File: src/rtl/atapi_pio_pkg.sv
package atapi_pio_pkg;

    typedef enum logic [2:0] {
        ST_IDLE  = 3'd0,
        ST_CMDRX = 3'd1,
        ST_PIORD = 3'd2,
        ST_PIOWR = 3'd3,
        ST_DMARD = 3'd4,
        ST_DMAWR = 3'd5,
        ST_BUSY  = 3'd6
    } xfer_st_e;

    localparam logic [2:0] SEL_DATA    = 3'd0;
    localparam logic [2:0] SEL_ERRFEAT = 3'd1;
    localparam logic [2:0] SEL_IRSN    = 3'd2;
    localparam logic [2:0] SEL_LBALO   = 3'd3;
    localparam logic [2:0] SEL_CNTLO   = 3'd4;
    localparam logic [2:0] SEL_CNTHI   = 3'd5;
    localparam logic [2:0] SEL_STATCMD = 3'd6;
    localparam logic [2:0] SEL_ALTCTL  = 3'd7;

    localparam logic [7:0] CMD_NOP    = 8'h00;
    localparam logic [7:0] CMD_PACKET = 8'hA0;
    localparam logic [7:0] CMD_SETF   = 8'hEF;

    localparam logic [7:0] STS_RESET  = 8'h00;
    localparam logic [7:0] STS_XFER   = 8'h58;
    localparam logic [7:0] STS_BUSY   = 8'hD0;
    localparam logic [7:0] STS_DONE   = 8'h50;
    localparam logic [7:0] STS_ERR    = 8'h51;
    localparam logic [7:0] STS_BSY    = 8'h80;
    localparam logic [7:0] STS_DRQ    = 8'h08;

    localparam logic [7:0] LBA_LO_RST = 8'h81;

    localparam logic [7:0] IRSN_CMD   = 8'd1;
    localparam logic [7:0] IRSN_IN    = 8'd2;
    localparam logic [7:0] IRSN_OUT   = 8'd0;
    localparam logic [7:0] IRSN_END   = 8'd3;

    localparam int PKT_BYTES = 12;

endpackage

File: src/rtl/atapi_irq_gate.sv
module atapi_irq_gate (
    input  logic clk,
    input  logic rst_n,
    input  logic clr,
    input  logic raise,
    input  logic mask_wr,
    input  logic mask_val,
    output logic irq,
    output logic pending
);

    logic pend_d, pend_q;
    logic nien_d, nien_q;

    always_comb begin
        pend_d = pend_q;
        nien_d = nien_q;
        if (clr)     pend_d = 1'b0;
        if (raise)   pend_d = 1'b1;
        if (mask_wr) nien_d = mask_val;
    end

    always_ff @(posedge clk) begin
        if (!rst_n) begin
            pend_q <= 1'b0;
            nien_q <= 1'b0;
        end else begin
            pend_q <= pend_d;
            nien_q <= nien_d;
        end
    end

    assign irq     = pend_q & ~nien_q;
    assign pending = pend_q;

    a_r7_mask_drops_line: assert property (@(posedge clk) disable iff (!rst_n)
        mask_wr && mask_val |=> !irq);
    a_r7_unmask_shows_pending: assert property (@(posedge clk) disable iff (!rst_n)
        mask_wr && !mask_val && pend_q && !clr |=> irq);
    a_r9_raise_sets_pending: assert property (@(posedge clk) disable iff (!rst_n)
        raise |=> pending);

endmodule

File: src/rtl/atapi_data_window.sv
module atapi_data_window #(
    parameter int LEN_W = 12
) (
    input  logic             clk,
    input  logic             rst_n,
    input  logic             start,
    input  logic             step,
    input  logic [LEN_W-1:0] len,
    output logic [LEN_W-1:0] offset,
    output logic             last
);

    logic [LEN_W-1:0] off_d, off_q;

    always_comb begin
        off_d = off_q;
        if (start)     off_d = '0;
        else if (step) off_d = off_q + LEN_W'(2);
    end

    always_ff @(posedge clk) begin
        if (!rst_n) off_q <= '0;
        else        off_q <= off_d;
    end

    assign offset = off_q;
    // the access in flight is the final one of the phase
    assign last   = ({1'b0, off_q} + (LEN_W+1)'(2)) >= {1'b0, len};

    a_r3_offset_steps_by_two: assert property (@(posedge clk) disable iff (!rst_n)
        step && !start |=> offset == $past(offset) + LEN_W'(2));
    a_r5_start_rewinds: assert property (@(posedge clk) disable iff (!rst_n)
        start |=> offset == '0);

endmodule

File: src/rtl/atapi_pio_engine.sv
module atapi_pio_engine
    import atapi_pio_pkg::*;
#(
    parameter int BUF_BYTES = 2352,
    parameter int SEC_W     = 16,
    parameter int LEN_W     = $clog2(BUF_BYTES + 1)
) (
    input  logic             clk,
    input  logic             rst_n,
    input  logic             host_wr,
    input  logic             host_rd,
    input  logic [2:0]       host_sel,
    input  logic [15:0]      host_wdata,
    output logic [15:0]      host_rdata,
    output logic             irq,
    output logic [LEN_W-1:0] buf_addr,
    output logic [15:0]      buf_wdata,
    output logic             buf_we,
    input  logic [15:0]      buf_rdata,
    output logic             pkt_rdy,
    output logic             wdata_rdy,
    output logic             sect_req,
    output logic             unit_attn,
    input  logic             dev_xfer_go,
    input  logic             dev_xfer_rd,
    input  logic [LEN_W-1:0] dev_xfer_len,
    input  logic [SEC_W-1:0] dev_xfer_secs,
    input  logic             dev_cmd_end,
    input  logic [3:0]       dev_cmd_err,
    input  logic             dma_done
);

    typedef struct packed {
        xfer_st_e         st;
        logic [7:0]       status;
        logic [7:0]       error;
        logic [7:0]       irsn;
        logic [7:0]       cnt_lo;
        logic [7:0]       cnt_hi;
        logic [7:0]       feat;
        logic [LEN_W-1:0] len;
        logic [SEC_W-1:0] secs;
        logic             ua;
        logic             pkt_rdy;
        logic             wdone;
        logic             sreq;
    } eng_t;

    eng_t d, q;

    logic             win_start, win_step, win_last;
    logic [LEN_W-1:0] win_off;
    logic             irq_raise, irq_clr, irq_pend;

    logic cmd_wr, stat_rd, data_wr, data_rd, dec_ok, dma_st;
    assign cmd_wr  = host_wr && host_sel == SEL_STATCMD;
    assign stat_rd = host_rd && host_sel == SEL_STATCMD;
    assign data_wr = host_wr && host_sel == SEL_DATA;
    assign data_rd = host_rd && host_sel == SEL_DATA;
    assign dec_ok  = q.st == ST_BUSY;
    assign dma_st  = q.st == ST_DMARD || q.st == ST_DMAWR;

    assign win_step = (data_wr && (q.st == ST_CMDRX || q.st == ST_PIOWR))
                   || (data_rd && q.st == ST_PIORD);
    assign irq_clr  = cmd_wr || (stat_rd && !q.status[7]);

    always_comb begin
        d           = q;
        d.pkt_rdy   = 1'b0;
        d.wdone     = 1'b0;
        d.sreq      = 1'b0;
        irq_raise   = 1'b0;
        win_start   = 1'b0;
        if (host_wr && host_sel == SEL_ERRFEAT) d.feat = host_wdata[7:0];
        if (cmd_wr) begin
            unique case (host_wdata[7:0])
                CMD_PACKET: begin
                    d.st      = ST_CMDRX;
                    d.status  = STS_XFER;
                    d.error   = {6'b0, q.feat[1:0]};
                    d.irsn    = IRSN_CMD;
                    d.len     = LEN_W'(PKT_BYTES);
                    win_start = 1'b1;
                end
                CMD_NOP: begin
                    d.st      = ST_IDLE;
                    d.status  = STS_ERR;
                    irq_raise = 1'b1;
                end
                CMD_SETF: begin
                    d.status  = STS_DONE;
                    irq_raise = 1'b1;
                end
                default: ;
            endcase
        end else if (win_step && win_last) begin
            irq_raise = 1'b1;
            if (q.st == ST_CMDRX) begin
                d.st      = ST_BUSY;
                d.status  = (q.status & ~STS_DRQ) | STS_BSY;
                d.pkt_rdy = 1'b1;
                irq_raise = 1'b0;
            end else if (q.st == ST_PIORD && q.secs != '0) begin
                d.secs    = q.secs - SEC_W'(1);
                d.sreq    = 1'b1;
                d.status  = STS_XFER;
                d.irsn    = IRSN_IN;
                d.cnt_lo  = q.len[7:0];
                d.cnt_hi  = 8'(q.len >> 8);
                win_start = 1'b1;
            end else begin
                d.st      = ST_IDLE;
                d.status  = q.status & ~STS_DRQ;
                d.irsn    = IRSN_END;
                d.wdone   = q.st == ST_PIOWR;
            end
        end else if (dma_done && dma_st) begin
            irq_raise = 1'b1;
            if (q.st == ST_DMARD && q.secs != '0) begin
                d.secs    = q.secs - SEC_W'(1);
                d.sreq    = 1'b1;
                win_start = 1'b1;
            end else begin
                d.st      = ST_IDLE;
                d.status  = STS_DONE;
                d.irsn    = IRSN_END;
            end
        end else if (dec_ok && dev_xfer_go) begin
            d.ua      = 1'b0;
            d.error   = 8'h00;
            d.len     = dev_xfer_len;
            d.secs    = dev_xfer_rd ? dev_xfer_secs : '0;
            d.irsn    = dev_xfer_rd ? IRSN_IN : IRSN_OUT;
            win_start = 1'b1;
            if (q.feat[0]) begin
                d.st     = dev_xfer_rd ? ST_DMARD : ST_DMAWR;
                d.status = STS_BUSY;
            end else begin
                d.st      = dev_xfer_rd ? ST_PIORD : ST_PIOWR;
                d.status  = STS_XFER;
                d.cnt_lo  = dev_xfer_len[7:0];
                d.cnt_hi  = 8'(dev_xfer_len >> 8);
                irq_raise = 1'b1;
            end
        end else if (dec_ok && dev_cmd_end) begin
            d.ua      = 1'b0;
            d.st      = ST_IDLE;
            d.error   = {dev_cmd_err, 4'h0};
            d.status  = (dev_cmd_err != 4'h0) ? STS_ERR : STS_DONE;
            d.irsn    = IRSN_END;
            irq_raise = 1'b1;
        end
    end

    always_ff @(posedge clk) begin
        if (!rst_n) begin
            q        <= '0;
            q.st     <= ST_IDLE;
            q.status <= STS_RESET;
            q.ua     <= 1'b1;
        end else begin
            q <= d;
        end
    end

    atapi_data_window #(.LEN_W(LEN_W)) win_i (
        .clk    (clk),
        .rst_n  (rst_n),
        .start  (win_start),
        .step   (win_step),
        .len    (q.len),
        .offset (win_off),
        .last   (win_last)
    );

    atapi_irq_gate irq_i (
        .clk      (clk),
        .rst_n    (rst_n),
        .clr      (irq_clr),
        .raise    (irq_raise),
        .mask_wr  (host_wr && host_sel == SEL_ALTCTL),
        .mask_val (host_wdata[1]),
        .irq      (irq),
        .pending  (irq_pend)
    );

    always_comb begin
        unique case (host_sel)
            SEL_DATA:    host_rdata = (q.st == ST_PIORD) ? buf_rdata : 16'h0000;
            SEL_ERRFEAT: host_rdata = {8'h00, q.error};
            SEL_IRSN:    host_rdata = {8'h00, q.irsn};
            SEL_LBALO:   host_rdata = {8'h00, LBA_LO_RST};
            SEL_CNTLO:   host_rdata = {8'h00, q.cnt_lo};
            SEL_CNTHI:   host_rdata = {8'h00, q.cnt_hi};
            default:     host_rdata = {8'h00, q.status};
        endcase
    end

    assign buf_addr  = win_off;
    assign buf_wdata = host_wdata;
    assign buf_we    = data_wr && (q.st == ST_CMDRX || q.st == ST_PIOWR);
    assign pkt_rdy   = q.pkt_rdy;
    assign wdata_rdy = q.wdone;
    assign sect_req  = q.sreq;
    assign unit_attn = q.ua;

    a_r2_packet_opens_rx: assert property (@(posedge clk) disable iff (!rst_n)
        cmd_wr && host_wdata[7:0] == CMD_PACKET |=> q.st == ST_CMDRX && q.status == STS_XFER);
    a_r3_pkt_rdy_when_busy: assert property (@(posedge clk) disable iff (!rst_n)
        pkt_rdy |-> q.st == ST_BUSY && q.status == STS_BUSY);
    a_r3_bsy_drq_exclusive: assert property (@(posedge clk) disable iff (!rst_n)
        !(q.status[7] && q.status[3]));
    a_r8_status_read_clears: assert property (@(posedge clk) disable iff (!rst_n)
        stat_rd && !host_wr && !q.status[7] |=> !irq_pend);
    a_r6_dma_start_quiet: assert property (@(posedge clk) disable iff (!rst_n)
        dec_ok && dev_xfer_go && q.feat[0] && !host_wr && !host_rd |=> !irq_pend);

endmodule

File: config.mk
export PLATFORM = sky130hd
export DESIGN_NAME = atapi_pio_engine
export DESIGN_NICKNAME = d
export VERILOG_FILES = /design/src/rtl/atapi_pio_pkg.sv /design/src/rtl/atapi_irq_gate.sv /design/src/rtl/atapi_data_window.sv /design/src/rtl/atapi_pio_engine.sv
export SDC_FILE = /design/constraint.sdc
export NUM_CORES = 1
export LEC_CHECK = 0
export BUFFER_PORTS_ARGS = -buffer_cell sky130_fd_sc_hd__clkbuf_2
export CAP_MARGIN = 20
export CELL_PAD_IN_SITES_DETAIL_PLACEMENT = 2
export CELL_PAD_IN_SITES_GLOBAL_PLACEMENT = 2
export CORE_MARGIN = 4
export CORE_UTILIZATION = 32
export DETAILED_ROUTE_END_ITERATION = 16
export GPL_TIMING_DRIVEN = 1
export PLACE_DENSITY = 0.83
export SYNTH_ARGS = -nofsm -noshare
export SYNTH_HDL_FRONTEND = slang
export SYNTH_SLANG_ARGS = --single-unit
export TNS_END_PERCENT = 5
File: constraint.sdc
create_clock -name clk -period 6.2 [get_ports clk]
set_clock_uncertainty 0.15 [all_clocks]
set_input_delay 1.55 -clock clk [delete_from_list [all_inputs] [get_ports clk]]
set_output_delay 1.55 -clock clk [all_outputs]
set_load 0.03 [all_outputs]
-- Word level (Yosys, flattened, before mapping)
Index checks and enable logic that the tools add are counted.
- ROM bits: 0
- memories: 0
- bits in latches: 0
- input port bits: 75
- output and inout port bits: 50
- bits in writable memories: 0
- register bits: 91
- bitwise operators: 6
- divide/modulo/power cells: 0
- reductions and logical operators: 46
- eq/ne operators: 30
- add/sub/neg operators: 3
- $mul: 0
- order comparisons: 1
- multiplexer cells: 65
- shift-type cells: 0
- operator list (operator ; number):
    16-bit two-way mux ; 12
    16-bit case mux with 6 select lines ; 1
    27-bit two-way mux ; 3
    11-bit two-way mux ; 5
    12-bit two-way mux ; 4
    24-bit two-way mux ; 2
    8-bit two-way mux ; 5
    1-bit two-way mux ; 28
    28-bit two-way mux ; 1
    8-bit case mux with 3 select lines ; 1
    4-bit AND reduction ; 6
    3-bit == test, second input constant ; 7
    8-bit == test, second input constant ; 2
    16-bit nonzero test ; 1
    16-bit by 1-bit subtractor with 16-bit output, second input constant ; 1
    1-bit logical AND ; 15
    12-bit by 2-bit adder with 13-bit output, second input constant ; 1
    13-bit by 12-bit greater-or-equal comparator with 1-bit output ; 1
    12-bit by 2-bit adder with 12-bit output, second input constant ; 1
    3-bit by 2-bit == test with 1-bit output, second input constant ; 4
    5-bit AND reduction ; 2
    8-bit zero test ; 1
    2-bit inequality test, second input constant ; 4
    2-bit nonzero test ; 4
    25 further kinds ; 39

-- Longest topological paths before layout
Gate-level depths: netlist (run 1).
- depth in word-level cells: 8
- mapped depth: 15
- mapped depth without buffers: 13

-- Modules after synthesis
A second synthesis (run 1) with hierarchy kept.
- cells, all modules: 609
- area, all modules: 4987.3 um2
- by module, submodules not included (module ; instances ; cells each ; area an instance (um2) ; sequential area each (um2)):
    atapi_pio_engine ; 1 ; 485 ; 3957.5 ; 1221.2
    atapi_data_window ; 1 ; 117 ; 945.9 ; 220.2
    atapi_irq_gate ; 1 ; 7 ; 83.8 ; 40.0

-- Worst setup path before layout (run 1)
Ideal clock, no wire load.
- path type: input to output
- start point: input host_sel[2]
- end point: output host_rdata[1]
- path buffers: 2
- slack: 1435 ps
- data required time: 4500 ps
- cell stages on the path: 5
- arrival: 3065 ps
- path through: clkbuf_1 clkbuf_1 mux2_2 a22oi_1 o21ai_0
- word-level cells in the longest chain between the ends: 2
- RTL lines (element ; line ; source):
    start, declared ; atapi_pio_engine.sv:12 ; input logic [2:0] host_sel,
    3-bit == test, or another cell as far along ; atapi_pio_engine.sv:188 ; unique case (host_sel)
    16-bit case mux with 6 select lines * ; atapi_pio_engine.sv:188 ;
    end, declared ; atapi_pio_engine.sv:14 ; output logic [15:0] host_rdata,
Mark *: on every way between the ends. The rest lies on a longest branch, timed or not.

-- Worst setup path after layout (run 1)
- start point: input host_sel[1]
- end point: output host_rdata[7]
Same word-level chain as after synthesis.

==> results of run 1 <==
## registers in the layout, summed over array words and instances, names as in the netlist
signal	count
sect_req	1
irq_i.nien_q	1
wdata_rdy	1
win_i.offset	11
irq_i.pending	1
pkt_rdy	1
unit_attn	1
q	57
## stage by stage
stage          cells  setup slack [ps]  power [mW]  hold WS (ps)  cell area [um2]
5_1_grt          845              1350        1.16           346             5510
3_5_place_dp     828              1470       0.574           311             5190
6_report         845              1560        1.11           327             5510
3_3_place_gp     828              1600       0.571           302             5190
2_1_floorplan    585              1440       0.545           279             4650
4_1_cts          844              1560        1.12           331             5500
## cell families (layout without fill, tap and decap cells)
group,after synthesis,after routing
flops,74,74
other cells,1,1
fa+ha+maj,13,13
mux,9,9
xor+xnor,21,21
compound gates,165,165
simple gates,230,230
buf+inv,72,152
## cell type report
type	instances	area, um2	share of cell area
clock buffers	11	253	0.0459
inverters	19	71.3	0.0130
multi-input cells	439	2810	0.511
clock inverters	5	52.6	0.00954
flip-flops and latches	74	1480	0.269
well taps	180	225	0.0409
repair buffers	117	611	0.111
## report_power, final
part	internal [mW]	switching [mW]	total, mW
Clock	0.331	0.215	0.547
Combinational	0.0301	0.0565	0.0866
Sequential	0.477	0.00123	0.478
## worst max-delay path by stage
stage                                from  cells after the start       endpoint
after floorplan               host_sel[2]                      5  host_rdata[1]
after global placement        host_sel[0]                     10          q[48]
after detailed placement      host_sel[0]                     10          q[48]
after CTS                     host_sel[1]                      6  host_rdata[7]
after global routing      win_i.offset[2]                     15          q[49]
final                         host_sel[1]                      6  host_rdata[7]
## tightest hold or removal path: stages (launching register included)
cell	delay (ps)
dfxtp_1	310
o21ai_0	70
nand2_1	50
## metal layers
metal	part of all wire	track usage	up-vias
li1	-	-	2264
met2	0.49	0.374	126
met3	0.054	0.0415	24
met1	0.44	0.277	2405
met5	0	0	-
met4	0.017	0.0611	0
## synthesized netlist by cell type, types with 13 or more instances
cell type and n:
a21oi_1 42, dfxtp_1 74, o21ai_0 15, nand3_1 19
nand2_1 85, a211oi_1 17, clkbuf_1 26, buf_4 17
inv_1 18, ha_1 13, nor2_1 48, xnor2_1 13
a31oi_1 13, nor3_1 18
==> results.toml, run 1 <==
[run_status]
status = "finished clean"

[logic_synthesis]
yosys.area.top_type_share = 0.318
syn_area_per_cell_um2 = 7.95
synth_seq_area_share = 0.318
synth-simple-area-share = 0.242
synth_top_family_by_area = "compound AO/OA/AOI/OAI gates"
yosysWarnings = 0
synth_compound_area_frac = 0.268
async_flop_share = 0
synth-xor-area-share = 0.0395
synthMuxAreaShare = 0.0196
synthCells = 585
synthFlopType = "dfxtp_1"
synth_area_leaders = "dfxtp_1 (32%), nand2_1 (6.9%), a21oi_1 (4.5%), nor2_1 (3.9%), ha_1 (3.5%)"
ys_ff_latch = 74
synth_top_cell_by_area = "dfxtp_1"
synth.distinct_cells = 68
synth_edf_count = 0
synth.net_count = 673
synth_fa_ha_area_frac = 0.0350
synthesis.area_um2 = 4650

[pwr]
power-per-cell-area_nw_per_um2 = 202
p_leak_nw = 2.23
max-vdd-ir-drop_mv = 0.0901

[global_routing]
grt_usage = 0.217
grt_max_degree = 36
overflow = 0
grt_pass1_vias = 5254
antenna_found_initial = 0
grt_pass1_wl_um = 28600

[job]
maxCapViolCount = 0

[drt]
wl_per_cell_um = 21.1
ant_nets = 0
viasPerCell = 5.70
dr.pass1.iters = 4
drc_errors = 0
drtIter0Drc = 222
drt-total-wl_um = 17800
vias = 4819

[place]
gp_congestion = 0.857
place_hpwl_um = 13100
port-buffer-count = 107

[floorplan]
die_area_um2 = 16500
start_util = 0.331
dieHeight_um = 129
chipWidth_um = 129
pin_count = 125
coreArea_um2 = 14000
num_rows = 43

[sta]
timing.fmax_mhz = 216
rsz0062_at_grt = "false"
finalSetupTns_ps = 0
hold_viol = 0
fin_crit_ps = 4640
post-route-period-util = 0.748
tightest_slew_ps = 887
finalSetupViolCount = 0
max_slew_margin = 0.407
slew_violations = 0

[clock_network]
htree_levels = 3
ctsHoldBuffers = 0
clock-sinks = 74
insertion_delay_ps = 350
clk_path_buf_depth = 2
clk_pin_slew_worst_paths_ps = 60
root_buffer = "clkbuf_16"
cts_buffers = 9
cts_resized = 0
tritoncts = "yes"
post_cts_buffers = 0

[worst_hold_path]
hold_class = "flip-flop to flip-flop"
min_to = "unit_attn"
hold_depth = 2
min_from = "unit_attn"

[worst_setup_path]
critPathMaxStageDelay_ps = 390
ff2ff_path_depth = 14
r2r-end = "q[48]"
path_max_fanout = 19
crit_top_cell = "clkbuf_2"
start_kind = "primary input"
ff2ff_setup_slack_ps = 1710
path_cells = "clkbuf_2 -> nor4_4 -> buf_4 -> nand2_1 -> a31oi_1 -> clkbuf_2"
crit_family = "buffers and inverters"
crit_buf_inv = 3
worstPathRequired_ps = 4500
worst_setup_path_end_kind = "output port"
timing.rr.start = "win_i.offset[2]"
arrival_ps = 2940
criticalPathCategory = "primary input to output port"
critical_path.slowest_cell = "nor4_4"

[cells_and_area]
drive_gt1_frac = 0.244
most-common-layout-cells = "clkbuf_2 (107), nand2_1 (85), dfxtp_1 (74)"
fin_util = 0.392
layout_commonest_cell = "clkbuf_2"
nets = 748
antenna_cells = 0
areaGrowthSynthToFinish_pct = 18.4
n_fill_cell = 1629
(Power assumes the default switching activity.)
==> inputs of run 2 (changes only) <==
--- a/config.mk
+++ b/config.mk
@@ -10,10 +10,10 @@
 export CELL_PAD_IN_SITES_DETAIL_PLACEMENT = 2
 export CELL_PAD_IN_SITES_GLOBAL_PLACEMENT = 2
 export CORE_MARGIN = 4
-export CORE_UTILIZATION = 32
+export CORE_UTILIZATION = 30
 export DETAILED_ROUTE_END_ITERATION = 16
 export GPL_TIMING_DRIVEN = 1
-export PLACE_DENSITY = 0.83
+export PLACE_DENSITY = 0.78
 export SYNTH_ARGS = -nofsm -noshare
 export SYNTH_HDL_FRONTEND = slang
 export SYNTH_SLANG_ARGS = --single-unit
==> constraint.sdc (replaced) <==
create_clock -name clk -period 4.5 [get_ports clk]
set_clock_uncertainty 0.15 [all_clocks]
set_input_delay 1.125 -clock clk [delete_from_list [all_inputs] [get_ports clk]]
set_output_delay 1.125 -clock clk [all_outputs]
set_load 0.03 [all_outputs]
==> run 2 against run 1 <==
Design area grew 2.6%. Global-route usage shrank 1.8 points. Sequential share of layout area shrank 0.67 points. Critical path depth grew 8. Wire length shrank 2.1%. Die area grew 6.2%. Clock-buffer cell count grew 1. Clock power grew 71%.
==> results.toml, run 2 (synthesis results as in run 1) <==
[clock_network]
cts_buffers = 9
ctsHoldBuffers = 0
root_buffer = "clkbuf_16"
clock-sinks = 74
clk_pin_slew_worst_paths_ps = 60
clk_path_buf_depth = 2
htree_levels = 3
tritoncts = "yes"
insertion_delay_ps = 350

[floorplan]
chipWidth_um = 133
num_rows = 45
dieHeight_um = 133
die_area_um2 = 17600
start_util = 0.306
pin_count = 125
coreArea_um2 = 15200

[drt]
drtIter0Drc = 226
dr.pass1.iters = 4
drt-total-wl_um = 17500
ant_nets = 0
wl_per_cell_um = 20.3
vias = 4785
drc_errors = 0
viasPerCell = 5.57

[pwr]
power_mw = 1.71
max-vdd-ir-drop_mv = 0.180
p_leak_nw = 2.29
power-per-cell-area_nw_per_um2 = 303

[cells_and_area]
nets = 754
finish.instance_area_um2 = 5650
layout_commonest_cell = "clkbuf_2"
instances_no_fill = 859
largest_register = "q"
drive_gt1_frac = 0.255
fin_util = 0.372
largest_reg_flops = 57
n_fill_cell = 1788
multiInputGateArea_um2 = 2820
most-common-layout-cells = "clkbuf_2 (107), nand2_1 (84), dfxtp_1 (74)"
antenna_cells = 0
areaGrowthSynthToFinish_pct = 21.4
seqCellArea_um2 = 1480

[place]
dp_cells = 841
port-buffer-count = 107
place_hpwl_um = 13200
gp_congestion = 0.813
pre_cts_ws_ps = 23.5
place_area_um2 = 5240

[sta]
tightest_slew_ps = 814
finalSetupTns_ps = 0
timing.hold.ws_ps = 327
slew_violations = 0
post-route-period-util = 0.914
hold_viol = 0
max_slew_margin = 0.455
timing.fmax_mhz = 243
finalSetupViolCount = 0
layout_setup_ws_ps = 386
rsz0062_at_grt = "false"
fin_crit_ps = 4110

[global_routing]
antenna_found_initial = 0
grt_pass1_wl_um = 28300
grt_max_degree = 36
grt_usage = 0.199
overflow = 0
grt_pass1_vias = 5169

[worst_setup_path]
worstPathRequired_ps = 4560
arrival_ps = 4180
path_max_fanout = 16
worst_setup_path_end_kind = "flip-flop"
start_kind = "flip-flop"
criticalPathCategory = "flip-flop to flip-flop"

[job]
maxCapViolCount = 0

[worst_hold_path]
hold_class = "flip-flop to flip-flop"

[run_status]
status = "finished clean"
run 2: cell types whose count changed in the layout (fill, tap and decap cells not counted):
cell | previous run | this run
nor3_1 | 18 | 17
buf_4 | 9 | 15
bufinv_16 | 1 | 4
clkbuf_4 | 1 | 0
nand2_2 | 0 | 1
clkinv_2 | 3 | 0
nand2_1 | 85 | 84
clkinvlp_4 | 1 | 0
or2_1 | 1 | 0
or2_2 | 4 | 5
nor3_2 | 0 | 1
clkbuf_8 | 2 | 3
buf_2 | 0 | 1
run 2: timing repair:
action	in CTS	in global routing
setup endpoints to repair	6	15
gates resized for setup	1	2
pin swaps	0	1
setup buffers	0	2
run 2: final cells by class:
cell class | count | share of cell area
Inverter | 19 | 0.0126
Clock buffer | 12 | 0.0472
Timing Repair Buffer | 123 | 0.116
Multi-Input combinational cell | 439 | 0.499
Sequential cell | 74 | 0.262
Tap cell | 188 | 0.0416
Clock inverter | 4 | 0.0213
run 2: critical path: stages (launching register included):
cell and delay, ps:
dfxtp_1 390, ha_1 230, nand3_1 150, nor2_1 280, nand3_1 230, nor2_1 180, xor2_1 160, ha_1 260
and3_1 170, o2111ai_1 200, a41o_1 490, buf_4 300, nand2_2 250, a211oi_1 400, o32ai_2 140
run 2: power breakdown:
group / switching [mW] / internal (mW)
logic: 0.0767 / 0.0418
clock network: 0.291 / 0.644
registers: 0.00170 / 0.657
total: 0.370 / 1.34
run 2: path summary, 6_finish.rpt:
path	from	endpoint	depth (start not counted)	slack (ps)
worst max-delay path	win_i.offset[1]	q[14]	14	390
worst min-delay path	unit_attn	unit_attn	2	330
worst max register to register	win_i.offset[1]	q[14]	14	390
worst min register to register	unit_attn	unit_attn	2	330
run 2: per-layer routing:
layer,wire (um),global-route usage,vias to the layer above
li1,-,-,2266
met1,7710,0.252,2395
met2,8740,0.349,105
met3,735,0.0316,19
met4,267,0.0560,0
met5,0,0,-
==> inputs of run 3 (changes only) <==
--- a/config.mk
+++ b/config.mk
@@ -9,6 +9,7 @@
 export CAP_MARGIN = 20
 export CELL_PAD_IN_SITES_DETAIL_PLACEMENT = 2
 export CELL_PAD_IN_SITES_GLOBAL_PLACEMENT = 2
+export CORE_ASPECT_RATIO = 1.75
 export CORE_MARGIN = 4
 export CORE_UTILIZATION = 30
 export DETAILED_ROUTE_END_ITERATION = 16
==> constraint.sdc (replaced) <==
create_clock -name clk -period 4.5 [get_ports clk]
set_clock_uncertainty 0.15 [all_clocks]
set_input_delay 0.45 -clock clk [delete_from_list [all_inputs] [get_ports clk]]
set_output_delay 0.45 -clock clk [all_outputs]
set_load 0.03 [all_outputs]
==> run 3 against run 2 <==
Fmax shrank 0.63%. Largest cell class unchanged. Total power shrank 6.2%. Clock power shrank 12%.
==> results.toml, run 3 (synthesis results as in run 1) <==
[worst_setup_path]
r2r-end = "q[5]"
ff2ff_path_depth = 14
worstPathRequired_ps = 4580
ff2ff_setup_slack_ps = 360
path_max_fanout = 15
worst_setup_path_end_kind = "flip-flop"
arrival_ps = 4220
timing.rr.start = "win_i.offset[1]"
criticalPathCategory = "flip-flop to flip-flop"
start_kind = "flip-flop"

[floorplan]
die_area_um2 = 17600
num_rows = 60
coreArea_um2 = 15300
start_util = 0.304
dieHeight_um = 173
chipWidth_um = 102
pin_count = 125

[worst_hold_path]
hold_depth = 3
min_from = "dev_cmd_err[0]"
hold_class = "primary input to flip-flop"
min_to = "q[68]"

[cells_and_area]
areaGrowthSynthToFinish_pct = 20.0
nets = 752
layout_commonest_cell = "clkbuf_2"
most-common-layout-cells = "clkbuf_2 (107), nand2_1 (84), dfxtp_1 (74)"
antenna_cells = 0
largest_register = "q"
finish.instance_area_um2 = 5580
largest_reg_flops = 57
drive_gt1_frac = 0.251
fin_util = 0.365

[drt]
dr_wl_met2_um = 10900
vias = 4861
wl_per_cell_um = 22.3
drt-total-wl_um = 19100
viasPerCell = 5.69
dr_wl_met3_um = 459
top_layer = "met4"
dr.pass1.iters = 4
drtIter0Drc = 147
wl_met1_um = 7050
ant_nets = 0
drc_errors = 0

[job]
maxCapViolCount = 0

[sta]
finalSetupViolCount = 0
finalSetupTns_ps = 0
timing.fmax_mhz = 242
fin_crit_ps = 4140
max_slew_margin = 0.440
slew_violations = 0
tightest_slew_ps = 837
rsz0062_at_grt = "false"
hold_viol = 0
layout_setup_ws_ps = 359
post-route-period-util = 0.920

[clock_network]
clk_pin_slew_worst_paths_ps = 70
htree_levels = 3
clock-sinks = 74
insertion_delay_ps = 340
post_cts_buffers = 0
tritoncts = "yes"
cts_buffers = 9
root_buffer = "clkbuf_16"
clk_path_buf_depth = 2

[place]
pre_cts_ws_ps = 247
gp_congestion = 0.846
place_hpwl_um = 14600
place_area_um2 = 5240
port-buffer-count = 107

[global_routing]
grt_pass1_wl_um = 30000
grt_usage = 0.216
grt_max_degree = 36
antenna_found_initial = 0
grt_pass1_vias = 5440
overflow = 0

[pwr]
power_mw = 1.61
max-vdd-ir-drop_mv = 0.161
p_leak_nw = 2.26
power-per-cell-area_nw_per_um2 = 288

[run_status]
status = "finished clean"
## run 3: cell types whose count changed in the layout (fill, tap and decap cells not counted)
cell	previous run	this run
inv_6	0	1
clkbuf_8	3	2
or2_1	0	1
or2_2	5	4
buf_2	1	0
buf_4	15	14
clkinvlp_4	0	1
clkinv_4	0	1
bufinv_16	4	2
## run 3: where the power goes
group / switching [mW] / internal [mW] / leakage, nW / total, mW
logic: 0.0793 / 0.0420 / 1.50 / 0.121
registers: 0.00195 / 0.657 / 0.596 / 0.659
clock network: 0.306 / 0.519 / 0.162 / 0.826
## run 3: worst max path at each step
stage	start	endpoint	slack, ps	depth (start not counted)
final	win_i.offset[1]	q[5]	360	14
after global routing	win_i.offset[3]	q[53]	30	11
after CTS	win_i.offset[2]	q[14]	170	13
after detailed placement	win_i.offset[3]	q[14]	250	11
after global placement	win_i.offset[3]	q[19]	520	11
after floorplan	win_i.offset[3]	q[16]	830	13
## run 3: metal layers
| layer | vias to the layer above | GRT usage |
|---|---|---|
| li1 | 2272 | - |
| met5 | - | 0 |
| met4 | 0 | 0.0717 |
| met1 | 2454 | 0.228 |
| met3 | 35 | 0.0275 |
| met2 | 100 | 0.422 |
## run 3: timing repair
| action | in CTS | in global routing |
|---|---|---|
| hold buffers | 0 | 0 |
| gates resized for setup | 0 | 2 |
| endpoints found under the setup margin | 0 | 11 |
## run 3: area by class of cell
| type | count | area, um2 |
|---|---|---|
| clock inverters | 5 | 85.1 |
| fillers | 1830 | 9730 |
| well taps | 186 | 233 |
| repair buffers | 121 | 641 |
| clock buffers | 11 | 253 |
| inverters | 19 | 71.3 |
| flip-flops and latches | 74 | 1480 |
| multi-input cells | 439 | 2820 |
## run 3: per-stage QoR
stage          std cells  hold slack (ps)
2_1_floorplan        585              279
3_3_place_gp         839              295
3_5_place_dp         839              317
4_1_cts              855              215
5_1_grt              855              218
6_report             855              219
## run 3: critical path, cell delays in order (launching register included)
cell       delay, ps
dfxtp_1          390
ha_1             230
nand3_1          170
nor2_1           270
nand3_1          220
nor2_1           210
xor2_1           110
ha_1             330
and3_1           200
o2111ai_1        210
a41oi_4          550
a211oi_4         130
or2_1            270
buf_4            220
o311a_1          350
